`config.mk`:
```
export PLATFORM = sky130hd
export DESIGN_NAME = uart_regfile
export DESIGN_NICKNAME = d
export VERILOG_FILES = /design/src/rtl/uart_rf_pkg.sv /design/src/rtl/uart_rf_rx_fifo.sv /design/src/rtl/uart_rf_irq_sel.sv /design/src/rtl/uart_regfile.sv
export SDC_FILE = /design/constraint.sdc
export NUM_CORES = 1
export LEC_CHECK = 0
export BUFFER_PORTS_ARGS = -buffer_cell sky130_fd_sc_hd__buf_4
export CAP_MARGIN = 20
export CORE_UTILIZATION = 40
export DETAILED_ROUTE_END_ITERATION = 8
export GPL_TIMING_DRIVEN = 0
export PLACE_DENSITY = 0.62
export SYNTH_ARGS = -nofsm -noshare
export SYNTH_HDL_FRONTEND = slang
export SYNTH_SLANG_ARGS = --single-unit
export TNS_END_PERCENT = 100
```
`constraint.sdc`:
```
create_clock -name clk -period 3.75 [get_ports clk]
set_input_delay 0.75 -clock clk [delete_from_list [all_inputs] [get_ports clk]]
set_output_delay 0.75 -clock clk [all_outputs]
set_load 0.03 [all_outputs]
```
`src/rtl/uart_rf_pkg.sv`:
```
package uart_rf_pkg;

  localparam int unsigned BYTE_W = 8;

  typedef enum logic [2:0] {
    OFF_DATA    = 3'd0,
    OFF_IEN     = 3'd1,
    OFF_IDENT   = 3'd2,
    OFF_LINE    = 3'd3,
    OFF_MCTL    = 3'd4,
    OFF_LSTAT   = 3'd5,
    OFF_MSTAT   = 3'd6,
    OFF_SCRATCH = 3'd7
  } reg_off_e;

  typedef enum logic [3:0] {
    WHY_MODEM = 4'h0,
    WHY_NONE  = 4'h1,
    WHY_TXE   = 4'h2,
    WHY_LINE  = 4'h6,
    WHY_RXTO  = 4'hC
  } irq_why_e;

  localparam int unsigned IEN_RX    = 0;
  localparam int unsigned IEN_TXE   = 1;
  localparam int unsigned IEN_LINE  = 2;
  localparam int unsigned IEN_MODEM = 3;

  localparam int unsigned LINE_DLAB = 7;
  localparam int unsigned MCTL_LOOP = 4;
  localparam int unsigned FMODE_EN  = 0;
  localparam int unsigned FMODE_RST = 1;

endpackage

```
`src/rtl/uart_rf_rx_fifo.sv`:
```
module uart_rf_rx_fifo #(
  parameter int unsigned DEPTH = 16,
  parameter int unsigned DW    = 8
) (
  input  logic          clk,
  input  logic          rst_n,
  input  logic          flush,
  input  logic          flush_wide,
  input  logic          push,
  input  logic [DW-1:0] push_data,
  input  logic          pop,
  output logic [DW-1:0] head,
  output logic          empty,
  output logic          full
);
  localparam int unsigned PTR_W = (DEPTH > 1) ? $clog2(DEPTH) : 1;
  localparam int unsigned CNT_W = $clog2(DEPTH + 1);
  localparam logic [PTR_W-1:0] LAST_IDX = PTR_W'(DEPTH - 1);
  localparam logic [CNT_W-1:0] FULL_CNT = CNT_W'(DEPTH);

  logic [DW-1:0]    mem_q [DEPTH];
  logic [PTR_W-1:0] wr_ptr_q, rd_ptr_q;
  logic [CNT_W-1:0] level_q;
  logic             wide_q;

  function automatic logic [PTR_W-1:0] bump(input logic [PTR_W-1:0] p);
    return (p == LAST_IDX) ? '0 : p + 1'b1;
  endfunction

  always_ff @(posedge clk or negedge rst_n) begin
    if (!rst_n) begin
      wr_ptr_q <= '0;
      rd_ptr_q <= '0;
      level_q  <= '0;
      wide_q   <= 1'b0;
    end else if (flush) begin
      wr_ptr_q <= '0;
      rd_ptr_q <= '0;
      level_q  <= '0;
      wide_q   <= flush_wide;
    end else begin
      if (push) wr_ptr_q <= bump(wr_ptr_q);
      if (pop)  rd_ptr_q <= bump(rd_ptr_q);
      case ({push, pop})
        2'b10:   level_q <= level_q + 1'b1;
        2'b01:   level_q <= level_q - 1'b1;
        default: level_q <= level_q;
      endcase
    end
  end

  always_ff @(posedge clk) begin
    if (push && !flush) mem_q[wr_ptr_q] <= push_data;
  end

  assign head  = mem_q[rd_ptr_q];
  assign empty = (level_q == '0);
  assign full  = wide_q ? (level_q == FULL_CNT) : !empty;

  // the front end never pushes into a full queue
  assert_no_overflow_R7: assert property (@(posedge clk) disable iff (!rst_n)
    (push && !flush) |-> !full);
  // a pop only happens on a non-empty queue
  assert_no_underflow_R9: assert property (@(posedge clk) disable iff (!rst_n)
    (pop && !flush) |-> !empty);
  // the fill level stays within the storage
  assert_level_bound_R8: assert property (@(posedge clk) disable iff (!rst_n)
    level_q <= FULL_CNT);
  // in character mode at most one byte is held
  assert_narrow_one_R8: assert property (@(posedge clk) disable iff (!rst_n)
    !wide_q |-> (level_q <= 1));

endmodule

```
`src/rtl/uart_rf_irq_sel.sv`:
```
module uart_rf_irq_sel
  import uart_rf_pkg::*;
(
  input  logic [3:0] ien,
  input  logic       overrun,
  input  logic       rx_nonempty,
  input  logic       txe_pending,
  input  logic       modem_delta,
  output irq_why_e   why,
  output logic       irq
);
  always_comb begin
    if (overrun && ien[IEN_LINE])            why = WHY_LINE;
    else if (rx_nonempty && ien[IEN_RX])     why = WHY_RXTO;
    else if (txe_pending && ien[IEN_TXE])    why = WHY_TXE;
    else if (modem_delta && ien[IEN_MODEM])  why = WHY_MODEM;
    else                                     why = WHY_NONE;
  end

  assign irq = (why != WHY_NONE);

  // an enabled overrun always outranks the other causes
  always_comb begin
    if (overrun && ien[IEN_LINE])
      assert_line_first_R5: assert (irq) else $error("line cause lost");
  end

endmodule

```
`src/rtl/uart_regfile.sv`:
```
module uart_regfile
  import uart_rf_pkg::*;
#(
  parameter int unsigned RX_DEPTH = 16
) (
  input  logic        clk,
  input  logic        rst_n,
  input  logic [2:0]  host_addr,
  input  logic [7:0]  host_wdata,
  input  logic        host_wr,
  input  logic        host_rd,
  output logic [7:0]  host_rdata,
  input  logic        rx_valid,
  input  logic [7:0]  rx_data,
  output logic        rx_ready,
  output logic        tx_valid,
  output logic [7:0]  tx_data,
  input  logic [7:0]  modem_status,
  output logic        modem_rd_strobe,
  output logic [4:0]  modem_ctrl,
  output logic [15:0] divisor,
  output logic        irq
);
  localparam logic [7:0] DIV_RESET_LO = 8'd1;   // 1843200 / 115200 / 16
  localparam logic [7:0] DIV_RESET_HI = 8'd0;

  // register state
  logic [3:0] ien_q;
  logic [7:0] line_q;
  logic [4:0] mctl_q;
  logic [7:0] scratch_q;
  logic [7:0] div_lo_q, div_hi_q;
  logic       fmode_q;
  logic       overrun_q;
  logic       txe_pend_q;
  logic       tx_valid_q;
  logic [7:0] tx_data_q;

  // decode
  reg_off_e off;
  logic     wr_acc, rd_acc, dlab, loop_on;
  logic     wr_div_lo, wr_div_hi, wr_thr, wr_ien, wr_fmode, wr_line, wr_mctl, wr_scr;
  logic     rd_rbr, rd_ident, rd_lstat, rd_mstat;

  assign off     = reg_off_e'(host_addr);
  assign wr_acc  = host_wr;
  assign rd_acc  = host_rd && !host_wr;
  assign dlab    = line_q[LINE_DLAB];
  assign loop_on = mctl_q[MCTL_LOOP];

  assign wr_div_lo = wr_acc &&  dlab && (off == OFF_DATA);
  assign wr_div_hi = wr_acc &&  dlab && (off == OFF_IEN);
  assign wr_thr    = wr_acc && !dlab && (off == OFF_DATA);
  assign wr_ien    = wr_acc && !dlab && (off == OFF_IEN);
  assign wr_fmode  = wr_acc && (off == OFF_IDENT);
  assign wr_line   = wr_acc && (off == OFF_LINE);
  assign wr_mctl   = wr_acc && (off == OFF_MCTL);
  assign wr_scr    = wr_acc && (off == OFF_SCRATCH);

  assign rd_rbr   = rd_acc && !dlab && (off == OFF_DATA);
  assign rd_ident = rd_acc && (off == OFF_IDENT);
  assign rd_lstat = rd_acc && (off == OFF_LSTAT);
  assign rd_mstat = rd_acc && (off == OFF_MSTAT);

  // receive queue control
  logic       fifo_flush, fifo_wide, fifo_push, fifo_pop;
  logic       rx_empty, rx_full, lb_push, lb_drop, rx_take;
  logic [7:0] fifo_head, fifo_in;

  assign fifo_flush = wr_fmode &&
                      ((fmode_q != host_wdata[FMODE_EN]) ||
                       (host_wdata[FMODE_EN] && host_wdata[FMODE_RST]));
  assign fifo_wide  = host_wdata[FMODE_EN];

  assign lb_push  = wr_thr && loop_on && !rx_full;
  assign lb_drop  = wr_thr && loop_on &&  rx_full;
  assign rx_ready = !loop_on && !rx_full && !fifo_flush;
  assign rx_take  = rx_valid && rx_ready;
  assign fifo_push = lb_push || rx_take;
  assign fifo_in   = lb_push ? host_wdata : rx_data;
  assign fifo_pop  = rd_rbr && !rx_empty;

  uart_rf_rx_fifo #(
    .DEPTH (RX_DEPTH),
    .DW    (BYTE_W)
  ) i_rx_fifo (
    .clk        (clk),
    .rst_n      (rst_n),
    .flush      (fifo_flush),
    .flush_wide (fifo_wide),
    .push       (fifo_push),
    .push_data  (fifo_in),
    .pop        (fifo_pop),
    .head       (fifo_head),
    .empty      (rx_empty),
    .full       (rx_full)
  );

  // interrupt cause
  irq_why_e why;

  uart_rf_irq_sel i_irq_sel (
    .ien         (ien_q),
    .overrun     (overrun_q),
    .rx_nonempty (!rx_empty),
    .txe_pending (txe_pend_q),
    .modem_delta (|modem_status[3:0]),
    .why         (why),
    .irq         (irq)
  );

  // register updates
  always_ff @(posedge clk or negedge rst_n) begin
    if (!rst_n) begin
      ien_q      <= '0;
      line_q     <= '0;
      mctl_q     <= '0;
      scratch_q  <= '0;
      div_lo_q   <= DIV_RESET_LO;
      div_hi_q   <= DIV_RESET_HI;
      fmode_q    <= 1'b0;
      overrun_q  <= 1'b0;
      txe_pend_q <= 1'b0;
      tx_valid_q <= 1'b0;
      tx_data_q  <= '0;
    end else begin
      tx_valid_q <= wr_thr && !loop_on;
      if (wr_thr && !loop_on) tx_data_q <= host_wdata;
      if (wr_div_lo) div_lo_q  <= host_wdata;
      if (wr_div_hi) div_hi_q  <= host_wdata;
      if (wr_ien)    ien_q     <= host_wdata[3:0];
      if (wr_line)   line_q    <= host_wdata;
      if (wr_mctl)   mctl_q    <= host_wdata[4:0];
      if (wr_scr)    scratch_q <= host_wdata;
      if (wr_fmode)  fmode_q   <= host_wdata[FMODE_EN];

      if (lb_drop)       overrun_q <= 1'b1;
      else if (rd_lstat) overrun_q <= 1'b0;

      if (wr_thr || (wr_ien && !ien_q[IEN_TXE] && host_wdata[IEN_TXE]))
        txe_pend_q <= 1'b1;
      else if (rd_ident && (why == WHY_TXE))
        txe_pend_q <= 1'b0;
    end
  end

  // read data
  always_comb begin
    host_rdata = '0;
    if (rd_acc) begin
      case (off)
        OFF_DATA:    host_rdata = dlab ? div_lo_q : (rx_empty ? 8'h00 : fifo_head);
        OFF_IEN:     host_rdata = dlab ? div_hi_q : {4'b0000, ien_q};
        OFF_IDENT:   host_rdata = {fmode_q, fmode_q, 2'b00, why};
        OFF_LINE:    host_rdata = line_q;
        OFF_MCTL:    host_rdata = {3'b000, mctl_q};
        OFF_LSTAT:   host_rdata = {1'b0, 1'b1, 1'b1, 3'b000, overrun_q, !rx_empty};
        OFF_MSTAT:   host_rdata = modem_status;
        OFF_SCRATCH: host_rdata = scratch_q;
        default:     host_rdata = 8'hFF;
      endcase
    end
  end

  assign tx_valid        = tx_valid_q;
  assign tx_data         = tx_data_q;
  assign modem_rd_strobe = rd_mstat;
  assign modem_ctrl      = mctl_q;
  assign divisor         = {div_hi_q, div_lo_q};

  // a status read leaves overrun clear
  assert_ovr_clear_R6: assert property (@(posedge clk) disable iff (!rst_n)
    rd_lstat |=> !overrun_q);
  // a data write leaves the transmit-empty flag pending
  assert_txe_set_R4: assert property (@(posedge clk) disable iff (!rst_n)
    wr_thr |=> txe_pend_q);
  // an identification read that reported transmit-empty consumes it
  assert_txe_consume_R4: assert property (@(posedge clk) disable iff (!rst_n)
    (rd_ident && host_rdata[3:0] == 4'h2) |=> !txe_pend_q);
  // the stream is held off in loopback
  assert_stream_gated_R12: assert property (@(posedge clk) disable iff (!rst_n)
    rx_ready |-> !mctl_q[MCTL_LOOP]);
  // a transmit strobe lasts one cycle per write
  assert_tx_pulse_R13: assert property (@(posedge clk) disable iff (!rst_n)
    (tx_valid && !$past(wr_thr)) |-> 1'b0);

endmodule

```
==> flow_summary.json, run 1 <==
{
  "status": "complete, no violations",
  "ant_nets": 0,
  "layout_common_cells": "128 x edfxtp_1, 71 x buf_4, 65 x dfrtp_1",
  "dp_hpwl_mm": 15.3,
  "drive_above_1_share_pct": 35.0,
  "share_seq_of_total_power_pct": 43.7,
  "synthCells": 562,
  "globalplace.congestion": 0.866,
  "worstPathRequired_ns": 3.00,
  "hold_violations": 0,
  "timing.rr.end": "i_rx_fifo.level_q[4]$_DFFE_PN0P_",
  "drc": 0,
  "syn_nets": 601,
  "reg2reg_slack_ns": 0.84,
  "r2r_start": "i_rx_fifo.level_q[1]$_DFFE_PN0P_",
  "instances_no_fill": 944,
  "ys_seq_area_share_pct": 62.8,
  "critical_path_class": "reg2out",
  "drt_iter0_drc": 376,
  "worst_hold_slack_ns": 0.431,
  "wl_mm": 21.3,
  "max_stage_delay_ns": 0.56,
  "p_sw_w": 0.00204,
  "worst_pin_slew_ns": 1.02,
  "yosysWarnings": 0,
  "cts_buffers": 17,
  "cpMostUsedCell": "mux4_2",
  "num_vias": 5346,
  "slew_viol_final": 0,
  "coreArea_sq_mm": 0.0213,
  "fin_skew_ns": 0.0135,
  "num_rows": 53,
  "place.port_buffers": 69,
  "viasPerCell": 5.66,
  "insertedDiodeCount": 0,
  "drv_cap": 0,
  "antenna_found_initial": 0,
  "rr_worst_depth": 11,
  "sw_frac_of_total_pct": 32.4,
  "pin_count": 73,
  "ir_drop_v": 0.000333,
  "dp.cells": 910,
  "cts_root_buffer": "clkbuf_16",
  "ys_ff_latch": 195,
  "drt_first_pass_iters": 5,
  "areaGrowthSynthToFinish_pct": 17.9,
  "wl_per_cell_microns": 22.6,
  "slew_headroom_pct": 31.8,
  "syn-cell-area_sq_mm": 0.00879,
  "rsz0062_at_grt": "false",
  "async_reset_ff_share_pct": 34.4,
  "mostFrequentLayoutCell": "edfxtp_1",
  "start_util_pct": 41.3,
  "clockPowerShare_pct": 27.9,
  "synth.area.top_cells": "edfxtp_1 44%, dfrtp_1 19%, mux4_2 9.0%",
  "cp-start-kind": "flip-flop",
  "grt_max_degree": 68,
  "min_period_ns": 3.64,
  "fin_util_pct": 48.7,
  "grt_pass1_vias": 5372,
  "dieArea_sq_mm": 0.0226,
  "cts_tree": "done",
  "regArea_sq_mm": 0.00552,
  "die_x_microns": 150,
  "p_leak_nw": 3.77,
  "min_path_type": "in2async",
  "cts_buffer_depth": 2,
  "critPathSlowestCell": "mux4_2",
  "worstSetupEndpointType": "primary output",
  "synth.largest_area_cell": "edfxtp_1",
  "synthDominantCellAreaShare_pct": 43.7,
  "multi_input_area_sq_mm": 0.00311,
  "min_period_over_period_pct": 96.9,
  "htreeDepth": 4,
  "setup_violations": 0,
  "worstPathMaxFanout": 10,
  "clock.fmax_mhz": 275,
  "p_int_w": 0.00425,
  "die_h_microns": 150,
  "power_density_mw_per_mm2": 607,
  "grt_overflow": 0,
  "synth_cell_types": 65,
  "path_cells": "buf_12, buf_8, mux4_2, mux4_2, a221oi_2, a211oi_1, buf_4",
  "synth_ff_type": "edfxtp_1",
  "crit_arrival_ns": 2.89,
  "grt_use_total_pct": 19.9,
  "synth.avg_cell_area_sq_um": 15.6,
  "clk_pin_slew_ns": 0.07,
  "numClockSinks": 195,
  "synth-edff-count": 128,
  "nFillCells": 1823,
  "worstSkewPairLatency_ns": 0.44,
  "pwr-share-comb_pct": 28.4,
  "nets": 695,
  "grt_pass1_wl_mm": 32.5
}
cell families after synthesis:
logic type,count (synthesis),share of synthesized area [%]
simple gates,125,7.10
compound gates,82,7.13
fa+ha+maj,7,0.996
buf+inv,43,2.49
mux,105,19.0
flops,195,62.8
xor+xnor,5,0.498
timing repair:
| item | CTS | global route |
|---|---|---|
| buffers inserted | 0 | 3 |
| hold buffers | 0 | 0 |
| resized for setup | 12 | 7 |
| pin swaps | 0 | 1 |
| setup endpoints to repair | 8 | 8 |
routing by layer:
metal / share of wire (%) / wire length [microns] / global-route usage (%)
met5: 0 / 0 / 0
met4: 1.3 / 276 / 5.25
met3: 5.0 / 1070 / 4.42
met2: 51 / 10800 / 33.4
met1: 43 / 9190 / 26.0
worst max-delay path, delay by kind of cell (launching register included):
| kind | cells | cell delay, ns |
|---|---|---|
| compound gates | 2 | 0.40 |
| buf+inv | 3 | 0.54 |
| flops | 1 | 0.41 |
| mux | 2 | 1.10 |
flip-flops by register name, summed over array words and instances, names as in the netlist:
signal and cells:
tx_data 8, i_rx_fifo.wide_q 1, overrun_q 1, tx_valid 1, div_lo_q 8, scratch_q 8, modem_ctrl 5, i_rx_fifo.rd_ptr_q 4
fmode_q 1, i_rx_fifo.mem_q 128, ien_q 4, txe_pend_q 1, i_rx_fifo.level_q 5, line_q 8, i_rx_fifo.wr_ptr_q 4, div_hi_q 8
through the flow:
stage          total power [W]  worst slack, ns  area (sq um)  TNS (ns)
6_report               0.00629            0.114         10400         0
2_1_floorplan          0.00392            0.322          8790         0
4_1_cts                0.00630           0.0237         10300         0
5_1_grt                0.00658          0.00390         10400         0
3_3_place_gp           0.00447          -0.0411          9650   -0.0705
3_5_place_dp           0.00451          -0.0518          9670    -0.120
cell usage after synthesis (2+ instances only):
master,number
dfrtp_1,66
nor2_1,28
mux4_2,35
buf_6,5
nand2_1,36
a31oi_1,6
buf_2,3
mux2i_1,7
edfxtp_1,128
a22oi_1,2
mux4_1,6
buf_1,6
inv_1,9
nand3b_1,3
a21oi_1,16
and3_1,4
o211ai_1,3
clkbuf_1,19
o22ai_1,2
o21ai_0,16
nor3_1,15
a31o_2,2
nand4_1,2
nand4b_1,2
a211oi_1,3
a21o_1,3
mux2_2,53
nand3_1,11
a221oi_1,9
nor2b_1,3
nand2b_1,2
mux2_1,3
ha_1,7
o31ai_1,5
xor2_1,5
or3_1,3
and2_1,6
power groups by stage:
stage	clock (W)	combinational [W]	sequential (W)
floorplan	0	0.00101	0.00290
global placement	0	0.00170	0.00277
detailed placement	0	0.00174	0.00277
CTS	0.00180	0.00176	0.00274
global route	0.00188	0.00192	0.00278
finish	0.00176	0.00179	0.00275
final cells by class:
| cell class | count | area share, % |
|---|---|---|
| flip-flops and latches | 195 | 53.3 |
| multi-input cells | 324 | 30.0 |
| repair buffers | 76 | 5.53 |
| clock buffers | 20 | 4.40 |
| well taps | 275 | 3.32 |
| plain buffers | 33 | 1.95 |
| clock inverters | 12 | 1.17 |
| inverters | 9 | 0.326 |
worst max-delay path by stage:
stage                                 startpoint       endpoint  slack, ns  cells past startpoint
2_1_floorplan   i_rx_fifo.level_q[1]$_DFFE_PN0P_  host_rdata[0]       0.32                      7
4_1_cts        i_rx_fifo.rd_ptr_q[0]$_DFFE_PN0P_  host_rdata[3]       0.02                      7
6_report       i_rx_fifo.rd_ptr_q[0]$_DFFE_PN0P_  host_rdata[1]       0.11                      7
3_5_place_dp   i_rx_fifo.rd_ptr_q[1]$_DFFE_PN0P_  host_rdata[7]      -0.05                      7
5_1_grt        i_rx_fifo.rd_ptr_q[0]$_DFFE_PN0P_  host_rdata[3]      0.004                      7
3_3_place_gp   i_rx_fifo.rd_ptr_q[1]$_DFFE_PN0P_  host_rdata[7]      -0.04                      7
Note: power is estimated with default switching activity, not from simulation.
==> run 2: changes to the inputs <==
--- a/config.mk
+++ b/config.mk
@@ -9,7 +9,6 @@
 export CAP_MARGIN = 20
 export CORE_UTILIZATION = 40
 export DETAILED_ROUTE_END_ITERATION = 8
-export GPL_TIMING_DRIVEN = 0
 export PLACE_DENSITY = 0.62
 export SYNTH_ARGS = -nofsm -noshare
 export SYNTH_HDL_FRONTEND = slang
==> run 2 against run 1 <==
Worst setup slack gained 0.046 ns. First-iteration DRC count decreased by 2.4%. Maximum frequency up 1.3%. Wire length decreased by 1.1%. Total power shrank 1.9%. Largest cell class unchanged. Global-route usage shrank 0.19 points. Combinational power fell by 9%. Count of clock-buffer cells in the layout fell by 3. Clock power about the same. Die area did not move. Critical path depth decreased by 1. Non-clock buffer count decreased by 19.
==> flow_summary.json, run 2 (synthesis results as in run 1) <==
{
  "status": "complete, no violations",
  "ant_nets": 0,
  "fin_skew_ns": 0.0175,
  "dp_hpwl_mm": 14.4,
  "crit_arrival_ns": 2.84,
  "cts_hold_buf": 0,
  "pin_count": 73,
  "grt_use_total_pct": 19.7,
  "cts_setup_buffers": 0,
  "critPathBufInv": 2,
  "critical_path_class": "reg2out",
  "cts_buffer_depth": 2,
  "grt_pass1_wl_mm": 32.4,
  "coreArea_sq_mm": 0.0213,
  "worstPathMaxFanout": 35,
  "start_util_pct": 41.3,
  "worstSetupEndpointType": "primary output",
  "drt_iter0_drc": 367,
  "globalplace.congestion": 0.904,
  "num_vias": 5305,
  "drive_above_1_share_pct": 35.8,
  "drt_first_pass_iters": 5,
  "antenna_found_initial": 0,
  "mostFrequentLayoutCell": "edfxtp_1",
  "wl_per_cell_microns": 22.8,
  "nFillCells": 1796,
  "dp.cells": 893,
  "postLayoutSetupSlackWorst_ns": 0.160,
  "setup_violations": 0,
  "critPathSlowestCell": "mux4_2",
  "grt_pass1_vias": 5439,
  "dieArea_sq_mm": 0.0226,
  "die_x_microns": 150,
  "slew_headroom_pct": 40.3,
  "ir_drop_v": 0.000353,
  "drv_cap": 0,
  "use_met2_pct": 33.0,
  "min_period_over_period_pct": 95.7,
  "pre_cts_ws_ns": 0.504,
  "drc": 0,
  "grtUsageMet3_pct": 3.76,
  "clock.fmax_mhz": 279,
  "grt_overflow": 0,
  "areaGrowthSynthToFinish_pct": 16.7,
  "cp_top_family": "multiplexers",
  "rsz0062_at_grt": "false",
  "worst_hold_slack_ns": 0.410,
  "use_met1_pct": 26.2,
  "nets": 676,
  "cp-start-kind": "flip-flop",
  "postCtsResizedCells": 0,
  "hold_violations": 0,
  "numClockSinks": 195,
  "layout_common_cells": "128 x edfxtp_1, 88 x buf_4, 65 x dfrtp_1",
  "place.port_buffers": 72,
  "busiest_layer": "met2",
  "top_register": "i_rx_fifo.mem_q",
  "cpMostUsedCell": "mux4_2",
  "largest_reg_flops": 128,
  "grt_max_degree": 68,
  "viasPerCell": 5.74,
  "min_path_type": "in2async",
  "cts_tree": "done",
  "die_h_microns": 150,
  "total_power_w": 0.00618,
  "insertedDiodeCount": 0,
  "clk_pin_slew_ns": 0.08,
  "worstPathRequired_ns": 3.00,
  "cts_root_buffer": "clkbuf_16",
  "setup-tns-final_ns": 0,
  "instances_no_fill": 925,
  "p_leak_nw": 3.75,
  "cts_buffers": 17,
  "worst_pin_slew_ns": 0.895,
  "htreeDepth": 4,
  "num_rows": 53,
  "wl_mm": 21.1,
  "path_cells": "buf_12, mux4_2, mux4_2, a221oi_2, nor3_1, buf_4",
  "min_period_ns": 3.59,
  "slew_viol_final": 0,
  "power_density_mw_per_mm2": 602,
  "max_stage_delay_ns": 0.55,
  "worstSkewPairLatency_ns": 0.44
}
==> run 2: stage by stage <==
stage                     area [sq um]  utilization, %
after floorplan                   8790               -
after global placement            9650            45.3
after detailed placement          9650            45.3
after CTS                        10200            48.1
after global routing             10300            48.2
final                            10300            48.2
==> run 2: cell type report <==
type | instances | area (sq um) | area share, %
Sequential cell | 195 | 5520 | 53.8
Timing Repair Buffer | 90 | 701 | 6.83
Clock buffer | 17 | 425 | 4.15
Clock inverter | 15 | 151 | 1.48
Multi-Input combinational cell | 324 | 3080 | 30.0
Tap cell | 275 | 344 | 3.35
Inverter | 9 | 33.8 | 0.329
==> run 2: worst paths after layout <==
check / end / slack (ns) / cells past startpoint / start
min in group clk: scratch_q[1]$_DFFE_PN0P_ / 0.50 / 2 / scratch_q[1]$_DFFE_PN0P_
hold / removal: tx_data[0]$_DFFE_PN0P_ / 0.41 / 1 / rst_n
setup reg to reg: i_rx_fifo.level_q[4]$_DFFE_PN0P_ / 0.87 / 10 / i_rx_fifo.level_q[1]$_DFFE_PN0P_
setup / recovery: host_rdata[0] / 0.16 / 6 / i_rx_fifo.rd_ptr_q[0]$_DFFE_PN0P_
max in group asynchronous: i_rx_fifo.rd_ptr_q[0]$_DFFE_PN0P_ / 2.69 / 1 / rst_n
hold reg to reg: scratch_q[1]$_DFFE_PN0P_ / 0.50 / 2 / scratch_q[1]$_DFFE_PN0P_
==> run 2: power breakdown <==
group | internal, W | switching [W] | total [W] | leakage (nW)
clock network | 0.000896 | 0.000883 | 0.00178 | 0.285
registers | 0.00252 | 0.000245 | 0.00277 | 1.98
logic | 0.000753 | 0.000878 | 0.00163 | 1.49
total | 0.00417 | 0.00201 | 0.00618 | 3.75
==> run 2: layer usage <==
layer	vias to the layer above	wire length [microns]
met1	2733	8920
met4	0	269
met5	-	0
met2	191	10800
met3	24	1160
li1	2357	-
